**config.mk**
```make
export PLATFORM = sky130hd
export DESIGN_NAME = mapfw_fwd_unit
export DESIGN_NICKNAME = d
export VERILOG_FILES = /design/src/rtl/mapfw_pkg.sv /design/src/rtl/mapfw_pen.sv /design/src/rtl/mapfw_acs.sv /design/src/rtl/mapfw_minscan.sv /design/src/rtl/mapfw_fwd_unit.sv
export SDC_FILE = /design/constraint.sdc
export NUM_CORES = 1
export LEC_CHECK = 0
export BUFFER_PORTS_ARGS = -buffer_cell sky130_fd_sc_hd__buf_2
export CORE_UTILIZATION = 30
export CTS_BUF_LIST = sky130_fd_sc_hd__clkbuf_4 sky130_fd_sc_hd__clkbuf_8
export CTS_CLUSTER_SIZE = 40
export DETAILED_ROUTE_END_ITERATION = 7
export HOLD_SLACK_MARGIN = 0.05
export PLACE_DENSITY = 0.55
export SETUP_SLACK_MARGIN = 0.2
export SYNTH_ARGS = -nofsm -noshare
export SYNTH_HDL_FRONTEND = slang
export SYNTH_HIERARCHICAL = 1
export SYNTH_SLANG_ARGS = --single-unit
```
**constraint.sdc**
```tcl
create_clock -name clk -period 18.9 [get_ports clk]
set_input_delay 2.835 -clock clk [delete_from_list [all_inputs] [get_ports clk]]
set_output_delay 2.835 -clock clk [all_outputs]
set_load 0.01 [all_outputs]
```
**src/rtl/mapfw_pkg.sv**
```systemverilog
package mapfw_pkg;
    localparam int unsigned MEMW   = 3;
    localparam int unsigned NSTATE = 1 << MEMW;

    function automatic logic [MEMW-1:0] nxt_state(logic [MEMW-1:0] s, logic u);
        return {u ^ s[1] ^ s[0], s[2], s[1]};
    endfunction

    function automatic logic par_bit(logic [MEMW-1:0] s, logic u, logic [3:0] g);
        logic w;
        w = u ^ s[1] ^ s[0];
        return (g[0] & w) ^ (g[1] & s[2]) ^ (g[2] & s[1]) ^ (g[3] & s[0]);
    endfunction
endpackage

```
**src/rtl/mapfw_pen.sv**
```systemverilog
module mapfw_pen #(
    parameter int W = 6
) (
    input  logic [W-1:0] sm,
    input  logic         bit_val,
    output logic [W-2:0] pen
);
    // disagreement costs the magnitude, agreement is free
    assign pen = (sm[W-1] == bit_val) ? sm[W-2:0] : '0;
endmodule

```
**src/rtl/mapfw_acs.sv**
```systemverilog
module mapfw_acs #(
    parameter int MW    = 7,
    parameter int SCW   = 3,
    parameter int CBASE = 40,
    parameter int CLIM  = 3,
    parameter int CSH   = 3
) (
    input  logic [MW-1:0]  m_a,
    input  logic [MW-1:0]  m_b,
    input  logic [SCW-1:0] scale,
    output logic [MW-1:0]  m_new
);
    logic [MW-1:0] diff_w;
    logic [MW-1:0] mag_w;
    logic [MW-1:0] best_w;
    logic [MW:0]   thr_w;
    logic [MW:0]   corr_w;
    logic          b_wins;

    always_comb begin
        diff_w = m_a - m_b;
        b_wins = !diff_w[MW-1] && (diff_w != '0);
        best_w = b_wins ? m_b : m_a;
        mag_w  = diff_w[MW-1] ? (~diff_w + 1'b1) : diff_w;
        thr_w  = (MW+1)'(CBASE) >> scale;
        corr_w = '0;
        if ((scale < SCW'(CLIM)) && ({1'b0, mag_w} < thr_w))
            corr_w = (thr_w - {1'b0, mag_w}) >> CSH;
        m_new  = best_w - corr_w[MW-1:0];
    end
endmodule

```
**src/rtl/mapfw_minscan.sv**
```systemverilog
module mapfw_minscan #(
    parameter int MW = 7,
    parameter int N  = 8
) (
    input  logic [N-1:0][MW-1:0] vals,
    output logic [MW-1:0]        best
);
    logic [MW-1:0] d_w;

    always_comb begin
        best = vals[0];
        d_w  = '0;
        for (int i = 1; i < N; i++) begin
            d_w = vals[i] - best;
            if (d_w[MW-1]) best = vals[i];
        end
    end
endmodule

```
**src/rtl/mapfw_fwd_unit.sv**
```systemverilog
module mapfw_fwd_unit
    import mapfw_pkg::*;
#(
    parameter int MW    = 7,
    parameter int SYSW  = 6,
    parameter int PARW  = 5,
    parameter int OW    = 6,
    parameter int SCW   = 3,
    parameter int CBASE = 40
) (
    input  logic                   clk,
    input  logic                   rst,
    input  logic                   step_en,
    input  logic                   clear,
    input  logic [3:0]             poly,
    input  logic [SCW-1:0]         scale_code,
    input  logic [SYSW-1:0]        sys_in,
    input  logic [PARW-1:0]        par_in,
    input  logic [NSTATE*MW-1:0]   beta_in,
    output logic [OW-1:0]          llr_out
);
    localparam int NS       = NSTATE;
    localparam int INIT_PEN = 1 << (MW - 2);
    localparam int LIM      = (1 << (OW - 1)) - 1;

    typedef struct packed {
        logic [NS-1:0][MW-1:0] alpha;
        logic [MW-1:0]         min0;
        logic [MW-1:0]         min1;
        logic [OW-1:0]         llr;
    } fwd_regs_t;

    fwd_regs_t r_d, r_q;

    logic [1:0][SYSW-2:0]  spen;
    logic [1:0][PARW-2:0]  ppen;
    logic [3:0][MW-1:0]    gamma;
    logic [NS-1:0][MW-1:0] beta_v;
    logic [NS-1:0][MW-1:0] acs_new;
    logic [NS-1:0][MW-1:0] tot0, tot1;
    logic [NS-1:0][MW-1:0] start_v;
    logic [NS-1:0][MW-1:0] alpha_now;
    logic [MW-1:0]         min0_w, min1_w, ldiff_w;
    int                    llr_i;

    assign beta_v    = beta_in;
    assign alpha_now = r_q.alpha;

    // branch penalties, each formed once
    for (genvar b = 0; b < 2; b++) begin : g_pen
        mapfw_pen #(.W(SYSW)) u_spen (.sm(sys_in), .bit_val(1'(b)), .pen(spen[b]));
        mapfw_pen #(.W(PARW)) u_ppen (.sm(par_in), .bit_val(1'(b)), .pen(ppen[b]));
    end
    for (genvar c = 0; c < 4; c++) begin : g_gam
        assign gamma[c] = MW'(spen[c>>1]) + MW'(ppen[c&1]);
    end

    // one add-compare-select cell per destination state
    for (genvar n = 0; n < NS; n++) begin : g_st
        localparam logic [MEMW-1:0] NX = MEMW'(n);
        localparam logic [MEMW-1:0] SA = {NX[1], NX[0], 1'b0};
        localparam logic [MEMW-1:0] SB = {NX[1], NX[0], 1'b1};
        localparam logic            UA = NX[2] ^ NX[0];
        localparam logic            UB = ~UA;
        logic          pa, pb;
        logic [MW-1:0] ca, cb;
        assign pa = par_bit(SA, UA, poly);
        assign pb = par_bit(SB, UB, poly);
        assign ca = r_q.alpha[SA] + gamma[{UA, pa}];
        assign cb = r_q.alpha[SB] + gamma[{UB, pb}];
        mapfw_acs #(.MW(MW), .SCW(SCW), .CBASE(CBASE)) u_acs (
            .m_a(ca), .m_b(cb), .scale(scale_code), .m_new(acs_new[n])
        );
        assign start_v[n] = (n == 0) ? '0 : MW'(INIT_PEN);
    end

    // transition totals for the soft output
    for (genvar s = 0; s < NS; s++) begin : g_tot
        localparam logic [MEMW-1:0] SX = MEMW'(s);
        localparam logic [MEMW-1:0] N0 = {SX[1] ^ SX[0], SX[2], SX[1]};
        localparam logic [MEMW-1:0] N1 = {~(SX[1] ^ SX[0]), SX[2], SX[1]};
        logic q0, q1;
        assign q0      = par_bit(SX, 1'b0, poly);
        assign q1      = par_bit(SX, 1'b1, poly);
        assign tot0[s] = r_q.alpha[s] + gamma[{1'b0, q0}] + beta_v[N0];
        assign tot1[s] = r_q.alpha[s] + gamma[{1'b1, q1}] + beta_v[N1];
    end

    mapfw_minscan #(.MW(MW), .N(NS)) u_min0 (.vals(tot0), .best(min0_w));
    mapfw_minscan #(.MW(MW), .N(NS)) u_min1 (.vals(tot1), .best(min1_w));

    always_comb begin
        r_d     = r_q;
        ldiff_w = r_q.min0 - r_q.min1;
        llr_i   = int'($signed(ldiff_w));
        if (llr_i > LIM)  llr_i = LIM;
        if (llr_i < -LIM) llr_i = -LIM;
        if (step_en) begin
            r_d.alpha = acs_new;
            r_d.min0  = min0_w;
            r_d.min1  = min1_w;
            r_d.llr   = OW'(llr_i);
        end
        if (clear) r_d.alpha = start_v;
    end

    always_ff @(posedge clk) begin
        if (rst) begin
            r_q.alpha <= start_v;
            r_q.min0  <= '0;
            r_q.min1  <= '0;
            r_q.llr   <= '0;
        end else begin
            r_q <= r_d;
        end
    end

    assign llr_out = r_q.llr;
endmodule

```
# After elaboration in Yosys (flattened, before gate mapping)
# Index checks and enable logic that the tools add are counted.
dict set report totals {
  ff_bits 76
  inputBits 78
  out_inout_bits 6
  elab_cells 247
}
dict set report classes {
  addsub 83
  order_cmp 26
  n_shift 1
  n_mux 74
  bitwise 19
  n_reduce_logical 33
}
# cell n
set ops {}
lappend ops {{2-to-1 mux 7 bit} 45}
lappend ops {{adder 7 bit} 31}
lappend ops {{subtractor 7 bit} 31}
lappend ops {{2-to-1 mux 6 bit} 16}
lappend ops {{less-than comparator 7 x 8 -> 1 bit} 8}
lappend ops {{subtractor 8 x 7 -> 8 bit} 8}
lappend ops {{adder 7 x 1 -> 7 bit, second input constant} 8}
lappend ops {{NOT 7 bit} 8}
lappend ops {{nonzero test 7 bit} 8}
lappend ops {{2-to-1 mux 5 bit} 10}
lappend ops {{less-than comparator 32 x 6 -> 1 bit, second input constant} 1}
lappend ops {{2-to-1 mux 32 bit} 1}
lappend ops {{adder 5 x 4 -> 6 bit} 4}
lappend ops {{less-than comparator 2 x 3 -> 1 bit, second input constant} 8}
lappend ops {{less-than comparator 1 x 3 -> 1 bit, second input constant} 7}
lappend ops {{logical AND 1 bit} 16}
lappend ops {{bitwise XOR 1 bit} 11}
lappend ops {{logical NOT 1 bit} 8}
lappend ops {{2-to-1 mux 4 bit} 2}
lappend ops {{right shift 6 x 3 -> 8 bit, first input constant} 1}
lappend ops {{adder 7 x 6 -> 7 bit} 1}
lappend ops {{greater-than comparator 7 x 6 -> 1 bit, second input constant} 1}
lappend ops {{less-than comparator 3 x 2 -> 1 bit, second input constant} 1}
lappend ops {{OR reduction 2 bit} 1}

# Logic depth before layout (Yosys ltp)
# Gate-level depths: netlist of the first run.
dict set report depth {
  word_depth 20
  mapped_depth 90
  mapped_depth_nobuf 86
}

# Modules after synthesis
# The synthesis of the first run kept the hierarchy.
# module n_inst cells_each area_per_inst_um2 seq_area_each_um2
set by_module_without_submodules {}
lappend by_module_without_submodules {mapfw_fwd_unit 1 1348 11838.9 1521.5}
lappend by_module_without_submodules {mapfw_acs 8 135 983.4 0.0}
lappend by_module_without_submodules {{mapfw_minscan (u_min1)} 1 379 2732.6 0.0}
lappend by_module_without_submodules {{mapfw_minscan (u_min0)} 1 379 2731.4 0.0}
lappend by_module_without_submodules {{mapfw_pen (g_pen[0].u_spen ...)} 2 6 40.0 0.0}
lappend by_module_without_submodules {{mapfw_pen (g_pen[0].u_ppen ...)} 2 5 33.8 0.0}

# Least setup slack after synthesis of the first run
# No wires, ideal clock.
dict set report synth_timing {
  path_type {in2reg}
  startpoint {in sys_in[5]}
  endpoint {reg r_q[6] (netlist bit)}
  setup_ns 0.128
  arrival_time_ns 18.598
  required_time_ns 18.772
  path_slack_ns 0.174
  path_stages 84
  n_path_buf 5
  path_cell_list {xnor2_1 -> and2_1 -> ha_1 -> fa_1 -> xnor2_1 -> a21oi_1 -> ha_1 -> nor2b_1 -> o21a_1 -> nor2_1 -> xnor2_1 -> ha_1 -> a21oi_1 -> xnor2_1 -> inv_1 -> ha_1 -> a21oi_1 -> o21ai_2 -> (+48 left out) -> a21o_1 -> a21o_1 -> a21oi_1 -> o21a_1 -> a31oi_4 -> xnor2_1 -> nor2_1 -> a21oi_1 -> ha_1 -> a21o_1 -> a21o_1 -> a21oi_1 -> o21a_1 -> a31oi_4 -> xnor2_4 -> mux2_4 -> mux2i_1 -> nor2_1}
}
# item line_no
set synth_rtl {}
lappend synth_rtl {{start, declared} mapfw_fwd_unit.sv:17} ;# input logic [SYSW-1:0] sys_in,
lappend synth_rtl {{end signal, assigned} mapfw_fwd_unit.sv:114} ;# r_q <= r_d;
lappend synth_rtl {{end, declared} mapfw_fwd_unit.sv:33} ;# fwd_regs_t r_d, r_q;

==> results.py, run 1 <==
metrics = {
    "run": {
        "max_cap_viol_count": 0,
    },
    "route": {
        "dr_wl_met3_um": 2390,
        "met2_length_um": 36800,
        "wl_per_cell_um": 17.5,
        "drtPass1Iterations": 6,
        "vias": 22900,
        "ant_nets": 0,
        "avgViaCountPerCell": 5.10,
        "routed.top_layer": "met5",
        "drt-total-wl_um": 78700,
        "drtIter0Drc": 1117,
        "drc_errors": 0,
        "m1WireLength_um": 37300,
    },
    "synth": {
        "postSynthCellCount": 3208,
        "synthArstFlopShare": 0,
        "synth_seq_cells": 76,
        "synth_edf_count": 0,
        "synthFlopType": "dfxtp_1",
        "ys_seq_area_frac": 0.0601,
        "yosysUniqueCellTypes": 99,
        "ys.warnings.count": 6,
        "synth.avg_cell_area_um2": 7.89,
        "syn_area_um2": 25300,
    },
    "run_status": {
        "status": "completed",
    },
    "placement": {
        "port_buffers": 83,
        "pre_cts_ws_ns": -0.476,
        "placed_cell_area_um2": 27700,
        "dp_hpwl_um": 67400,
        "place.gp.congestion": 0.978,
    },
    "sta": {
        "drv_slew": 0,
        "slew_headroom": 0.228,
        "tns_ns": 0,
        "rsz0062_at_grt": "true",
        "finalCritPeriodShare": 0.954,
        "tightest_slew_ns": 1.14,
        "fin_skew_ns": 0.0211,
        "fin_crit_ns": 18.02,
        "finalWorstSetupSlack_ns": 0.879,
        "timing.fmax_ghz": 0.0555,
        "setup_viol": 0,
        "hold_viol_final": 0,
    },
    "setup_path": {
        "cp-start-kind": "input port",
        "crit_path_top_delay_cell": "or4_1",
        "crit_arrival_ns": 18.35,
        "max_stage_delay_ns": 0.39,
        "crit_path_end_kind": "register",
        "crit_required_ns": 19.22,
        "critPathKind": "input port to register",
        "worst_path_most_repeated_cell": "ha_1",
        "critPathMaxFanout": 8,
    },
    "layout": {
        "drive_above_1_share": 0.163,
        "multi_input_area_um2": 23000,
        "nFillCells": 8757,
        "fin_area_um2": 28800,
        "seq_area_um2": 1520,
        "final_nets": 3939,
        "area_growth_pct": 13.9,
    },
    "floorplanning": {
        "start_util": 0.303,
        "core_area_um2": 83600,
        "pin_count": 84,
        "die_x_um": 293,
        "die_area_um2": 85600,
        "rows": 106,
        "die_height_um": 293,
    },
    "clock_network": {
        "cts_buffer_depth": 2,
        "cts.sinks": 76,
        "cts_buffers": 9,
        "cts_tree": "done",
        "h-tree-depth": 3,
        "clock_latency_ns": 0.44,
        "cts-root-buf": "clkbuf_8",
        "clk_pin_slew_ns": 0.10,
    },
    "global_route": {
        "grt_max_degree": 57,
        "grt_pass1_wl_um": 121000,
        "grt_usage": 0.180,
        "grt_pass1_vias": 21600,
        "antenna_found_initial": 5,
        "grt_overflow_total": 0,
    },
    "worst_hold_path": {
        "hold_path_class": "register to register",
    },
}
-- routing by layer --
metal,vias up,global-route usage
met3,88,0.0144
met2,358,0.308
met5,-,0
met1,10700,0.240
li1,11800,-
met4,2,0.0525
-- cells in the mapped netlist, drive strengths merged, types with 13 or more instances --
master,number,area share
a211oi,28,0.0099
a21o,78,0.024
a21oi,251,0.051
a221oi,16,0.0075
a311oi,19,0.010
a31oi,24,0.0083
and2,36,0.0091
buf,27,0.0064
clkbuf,26,0.0039
dfxtp,76,0.060
fa,53,0.042
ha,412,0.20
inv,331,0.049
mux2,79,0.036
mux2i,185,0.073
nand2,166,0.025
nand2b,60,0.015
nand3,41,0.0085
nand4,24,0.0064
nor2,294,0.046
nor2b,80,0.020
nor3,46,0.0095
nor3b,21,0.0062
nor4,18,0.0097
o211ai,21,0.0078
o21a,51,0.015
o21ai,136,0.027
o21bai,56,0.017
o311ai,13,0.0045
o31ai,19,0.0056
or2,17,0.0042
or3,25,0.0062
xnor2,221,0.080
xor2,119,0.043
-- worst max-delay path, delay by kind of cell --
kind / cells / cell delay (ns)
buffers and inverters: 10 / 1.21
adder cells (fa/ha/maj): 10 / 2.92
AND/OR/NAND/NOR: 15 / 2.54
AO/OA/AOI/OAI: 35 / 6.21
XOR/XNOR: 7 / 1.22
multiplexers: 5 / 1.35
-- final timing paths --
check	from	depth (start not counted)	to	slack, ns
max	par_in[4]	82	r_q[13]	0.88
min	llr_out[1]	2	llr_out[1]	0.48
max reg2reg	alpha_now[8]	74	r_q[13]	4.08
min reg2reg	llr_out[1]	2	llr_out[1]	0.48
-- layout make-up --
cell class / count / share of cell area
Sequential cell: 76 / 0.0528
Clock inverter: 6 / 0.00386
Multi-Input combinational cell: 2758 / 0.798
Tap cell: 1080 / 0.0469
Inverter: 331 / 0.0431
Antenna cell: 3 / 0.000260
Clock buffer: 10 / 0.00477
Timing Repair Buffer: 220 / 0.0503
-- what timing repair did --
action | 4_1_cts | 5_1_grt
resized for setup | 6 | 128
endpoints found under the setup margin | 11 | 14
setup buffers | 0 | 29
pin swaps | 2 | 50
hold buffers | 0 | 0
endpoints found under the hold margin | 0 | 0
-- registers in the layout (all words and copies together), names as in the netlist --
| register | count |
|---|---|
| r_q | 14 |
| alpha_now | 56 |
| llr_out | 6 |
-- metrics by stage --
step / hold slack (ns) / utilization / instances
after floorplan: 0.460 / - / 3218
after global placement: 0.470 / 0.331 / 4436
after detailed placement: 0.468 / 0.331 / 4436
after CTS: 0.485 / 0.335 / 4452
after global routing: 0.503 / 0.345 / 4483
final: 0.481 / 0.345 / 4484
-- cells by family (layout without fill, tap and decap cells) --
group | after synthesis | after routing | synth area share
DFF | 76 | 76 | 0.0601
and+or+nand+nor | 860 | 860 | 0.176
muxes | 264 | 264 | 0.110
other | 10 | 23 | 0.00148
adders and majority gates | 467 | 467 | 0.246
xor gates and xnor gates | 340 | 340 | 0.123
buffers and inverters | 384 | 567 | 0.0594
AOI/OAI and AO/OA | 807 | 807 | 0.223
-- cells in the final DEF, fill, tap and decap left out, types with 19 or more instances in the layout --
cell type  instances
mux2_2            70
ha_1             404
nand2b_1          58
o21bai_1          55
o21ai_0          105
nor3_1            43
mux2i_1          178
o21ai_1           21
and2_1            28
nand4_1           22
a21oi_1          223
nor3b_1           21
nand2_1          163
a31oi_1           20
nor2_1           277
dfxtp_1           76
inv_1            322
a21oi_2           22
o31ai_1           19
a211oi_1          20
conb_1            20
xnor2_2           32
buf_4            137
xor2_1           115
nor2b_1           80
o21a_1            50
or3_1             25
a21o_1            68
xnor2_1          180
nand3_1           39
fa_1              49
buf_2             82
Power of run 1 is not shown: default switching activity piles up to over one toggle a cycle in this logic, so the estimate is an artifact.
==> inputs of run 2 (changes only) <==
Settings changed: RECOVER_POWER from default to 25.
==> run 2 against run 1 <==
The flow now finishes with violations (max-capacitance violations, max-slew violations). Highest routed layer unchanged. Critical endpoint unchanged. First-iteration DRC count up 3.0%. Count of clock-buffer cells in the layout unchanged. Wire length up 0.26%. Clock skew about the same. Final cell count stayed put. Sequential share of layout area about the same.
==> results.py, run 2 (synthesized netlist as in run 1, its figures left out) <==
metrics = {
    "run_status": {
        "status": "finished, violations left",
        "violations": "max-capacitance violations, max-slew violations",
    },
    "floorplanning": {
        "die_height_um": 293,
        "rows": 106,
        "pin_count": 84,
        "start_util": 0.303,
        "die_x_um": 293,
        "die_area_um2": 85600,
        "core_area_um2": 83600,
    },
    "clock_network": {
        "h-tree-depth": 3,
        "cts_tree": "done",
        "cts.sinks": 76,
        "clk_pin_slew_ns": 0.10,
        "cts-root-buf": "clkbuf_8",
        "cts_buffer_depth": 2,
        "cts_buffers": 9,
        "clock_latency_ns": 0.44,
    },
    "placement": {
        "port_buffers": 83,
        "pre_cts_ws_ns": -0.476,
        "placed_cell_area_um2": 27700,
        "dp_hpwl_um": 67400,
        "place.gp.congestion": 0.978,
    },
    "setup_path": {
        "crit_path_end_kind": "register",
        "crit_arrival_ns": 18.35,
        "critPathMaxFanout": 8,
        "max_stage_delay_ns": 0.39,
        "crit_required_ns": 19.22,
        "worst_path_most_repeated_cell": "ha_1",
        "cp-start-kind": "input port",
        "crit_path_top_delay_cell": "or4_1",
        "critPathKind": "input port to register",
    },
    "layout": {
        "seq_area_um2": 1520,
        "largest_reg_flops": 56,
        "multi_input_area_um2": 23000,
        "drive_above_1_share": 0.160,
        "final_nets": 3939,
        "nFillCells": 8762,
        "fin_area_um2": 28800,
        "final_common_cell": "ha_1",
        "area_growth_pct": 13.7,
        "final_cell_mix": "404 x ha_1, 322 x inv_1, 277 x nor2_1",
    },
    "global_route": {
        "grt_max_degree": 57,
        "grt_usage": 0.180,
        "grt_overflow_total": 0,
        "antenna_found_initial": 5,
        "grt_pass1_wl_um": 121000,
        "grt_pass1_vias": 21600,
    },
    "route": {
        "vias": 22900,
        "drc_errors": 0,
        "drt-total-wl_um": 78900,
        "drtIter0Drc": 1150,
        "wl_per_cell_um": 17.6,
        "drtPass1Iterations": 5,
        "avgViaCountPerCell": 5.11,
        "ant_nets": 0,
    },
    "sta": {
        "slew_headroom": -1.18,
        "setup_viol": 0,
        "tightest_slew_ns": 3.27,
        "drv_slew": 46,
        "fin_crit_ns": 18.02,
        "rsz0062_at_grt": "true",
        "timing.fmax_ghz": 0.0555,
        "hold_viol_final": 0,
        "finalCritPeriodShare": 0.954,
        "fin_skew_ns": 0.0214,
        "finalWorstSetupSlack_ns": 0.875,
    },
    "run": {
        "max_cap_viol_count": 1,
    },
    "worst_hold_path": {
        "hold_path_class": "register to register",
    },
}
run 2: cell count changes in the layout (fill, tap and decap cells not counted), sizes merged:
cell / delta
buf: -7
clkbuf: +7
run 2: layout make-up:
class | instances | area share
multi-input cells | 2758 | 0.798
flip-flops and latches | 76 | 0.0528
repair buffers | 220 | 0.0500
well taps | 1080 | 0.0469
inverters | 331 | 0.0431
clock buffers | 10 | 0.00478
clock inverters | 6 | 0.00387
diodes | 3 | 0.000261
run 2: path summary, 6_finish.rpt:
path           startpoint         end  slack, ns  cells after the start
max             par_in[4]     r_q[13]       0.88                     82
min            llr_out[1]  llr_out[1]       0.48                      2
max reg2reg  alpha_now[8]     r_q[13]       4.08                     74
min reg2reg    llr_out[1]  llr_out[1]       0.48                      2
run 2: timing repair:
action / CTS / global route
buffers inserted: 0 / 29
setup endpoints to repair: 11 / 14
endpoints found under the hold margin: 0 / 0
pin swaps: 2 / 50
resized for setup: 6 / 128
hold buffers: 0 / 0
run 2: stage by stage:
stage                     cells  hold slack, ns  setup TNS, ns   util
after floorplan            3218           0.460              0      -
after global placement     4436           0.470          -1.24  0.331
after detailed placement   4436           0.468          -3.96  0.331
after CTS                  4452           0.485              0  0.335
after global routing       4483           0.504              0  0.345
final                      4484           0.484              0  0.345
run 2: worst max-delay path: cells and delay by family:
family	cells	cell delay, ns
AOI/OAI and AO/OA	35	6.21
xor gates and xnor gates	7	1.21
adders and majority gates	10	2.92
buffers and inverters	10	1.21
muxes	5	1.36
and+or+nand+nor	15	2.55
run 2: metal layers:
metal / up-vias / global-route usage / share of wire
met4: 2 / 0.0525 / 0.026
li1: 11800 / - / -
met2: 341 / 0.308 / 0.47
met3: 81 / 0.0144 / 0.031
met1: 10700 / 0.240 / 0.47
met5: - / 0 / 0.00015
Power of run 2 is left out for the same reason.
==> inputs of run 3 (changes only) <==
Settings changed: BUFFER_PORTS_ARGS -buffer_cell sky130_fd_sc_hd__buf_2 to -buffer_cell sky130_fd_sc_hd__buf_4, CTS_BUF_LIST sky130_fd_sc_hd__clkbuf_4 sky130_fd_sc_hd__clkbuf_8 to sky130_fd_sc_hd__clkbuf_4, CTS_CLUSTER_SIZE 40 to default.
==> run 3 against run 2 <==
The flow still finishes with violations (max-capacitance violations, max-slew violations). Non-clock buffer count fell by 13. Die area unchanged. Final cell count decreased by 0.29%. Via count rose by 0.25%. Highest routed layer unchanged.
==> results.py, run 3 (synthesized netlist as in run 1, its figures left out) <==
metrics = {
    "global_route": {
        "antenna_found_initial": 6,
        "grt_overflow_total": 0,
        "grt_pass1_wl_um": 122000,
        "grt_pass1_vias": 21900,
        "grt_usage": 0.181,
        "grt_max_degree": 57,
    },
    "run_status": {
        "violations": "max-capacitance violations, max-slew violations",
        "status": "finished, violations left",
    },
    "layout": {
        "final_nets": 3926,
        "largest_reg_flops": 56,
        "final_common_cell": "ha_1",
        "area_growth_pct": 12.9,
        "final_cell_mix": "407 x ha_1, 322 x inv_1, 278 x nor2_1",
        "fin_cells": 4471,
        "drive_above_1_share": 0.148,
        "fin_area_um2": 28600,
    },
    "route": {
        "drt-total-wl_um": 78700,
        "drtIter0Drc": 1193,
        "avgViaCountPerCell": 5.14,
        "drc_errors": 0,
        "ant_nets": 0,
        "wl_per_cell_um": 17.6,
        "drtPass1Iterations": 6,
        "vias": 23000,
    },
    "setup_path": {
        "cp-start-kind": "input port",
        "critPathKind": "input port to register",
        "crit_required_ns": 19.39,
        "critPathMaxFanout": 11,
        "worst_path_most_repeated_cell": "ha_1",
        "crit_arrival_ns": 18.41,
        "cpLargestDelayFamily": "compound AO/OA/AOI/OAI gates",
        "max_stage_delay_ns": 0.55,
        "worst-path-buf-inv": 9,
        "crit_path_end_kind": "register",
        "crit_path_top_delay_cell": "fa_2",
    },
    "sta": {
        "drv_slew": 27,
        "rsz0062_at_grt": "true",
        "finalCritPeriodShare": 0.948,
        "timing.fmax_ghz": 0.0558,
        "tightest_slew_ns": 1.61,
        "setup_viol": 0,
        "hold_ws_ns": 0.496,
        "hold_viol_final": 0,
        "slew_headroom": -0.0766,
        "fin_skew_ns": 0.0375,
        "fin_crit_ns": 17.92,
    },
    "placement": {
        "place.gp.congestion": 0.949,
        "dp_hpwl_um": 67000,
        "dp.cells": 4430,
        "placed_cell_area_um2": 27900,
        "port_buffers": 83,
    },
    "floorplanning": {
        "core_area_um2": 83600,
        "die_x_um": 293,
        "die_height_um": 293,
        "die_area_um2": 85600,
        "start_util": 0.303,
        "pin_count": 84,
        "rows": 106,
    },
    "clock_network": {
        "cts_buffers": 9,
        "cts-root-buf": "clkbuf_4",
        "cts_buffer_depth": 2,
        "cts_tree": "done",
        "cts.sinks": 76,
        "clock_latency_ns": 0.57,
        "clk_pin_slew_ns": 0.17,
        "h-tree-depth": 3,
        "ctsHoldBuffers": 0,
    },
    "worst_hold_path": {
        "hold_path_class": "register to register",
    },
    "run": {
        "max_cap_viol_count": 1,
    },
}
==> run 3: cell count changes in the layout (fill, tap and decap cells not counted), sizes merged <==
cell / change
bufinv: -2
buf: -13
inv: +1
clkinvlp: +1
==> run 3: area by class of cell <==
| cell class | count | area, um^2 |
|---|---|---|
| fillers | 8790 | 55000 |
| clock buffers | 10 | 75.1 |
| well taps | 1080 | 1350 |
| flip-flops and latches | 76 | 1520 |
| inverters | 331 | 1240 |
| repair buffers | 207 | 1530 |
| diodes | 3 | 7.51 |
| multi-input cells | 2758 | 22800 |
| clock inverters | 6 | 62.6 |
==> run 3: worst paths after layout <==
check | startpoint | endpoint | slack (ns) | cells after the start
setup / recovery | sys_in[5] | r_q[6] | 0.98 | 80
hold / removal | llr_out[2] | llr_out[2] | 0.50 | 2
setup reg to reg | alpha_now[0] | r_q[14] | 4.04 | 75
hold reg to reg | llr_out[2] | llr_out[2] | 0.50 | 2
==> run 3: per-layer routing <==
layer	vias up	wire length [um]	GRT usage
met1	10700	37400	0.242
met3	96	2740	0.0162
met2	440	36500	0.309
met4	4	1960	0.0508
met5	-	24	0
li1	11700	-	-
==> run 3: tightest hold or removal path, cell delays in order, from the launching register on <==
cell      delay (ns)
dfxtp_1         0.35
nor2_1          0.08
a211oi_1        0.05
==> run 3: repair_timing <==
item                                    in CTS  in global routing
endpoints found under the hold margin        0                  0
endpoints found under the setup margin       0                 14
gates resized for setup                      0                 95
buffers inserted                             0                 22
==> run 3: per-stage QoR <==
stage	setup TNS, ns	util	setup WS [ns]
finish	0	0.342	0.975
global route	0	0.342	0.0629
CTS	0	0.335	0.229
detailed placement	-3.15	0.333	-0.395
global placement	-0.502	0.333	-0.166
floorplan	0	-	0.339
Power of run 3 is left out for the same reason.
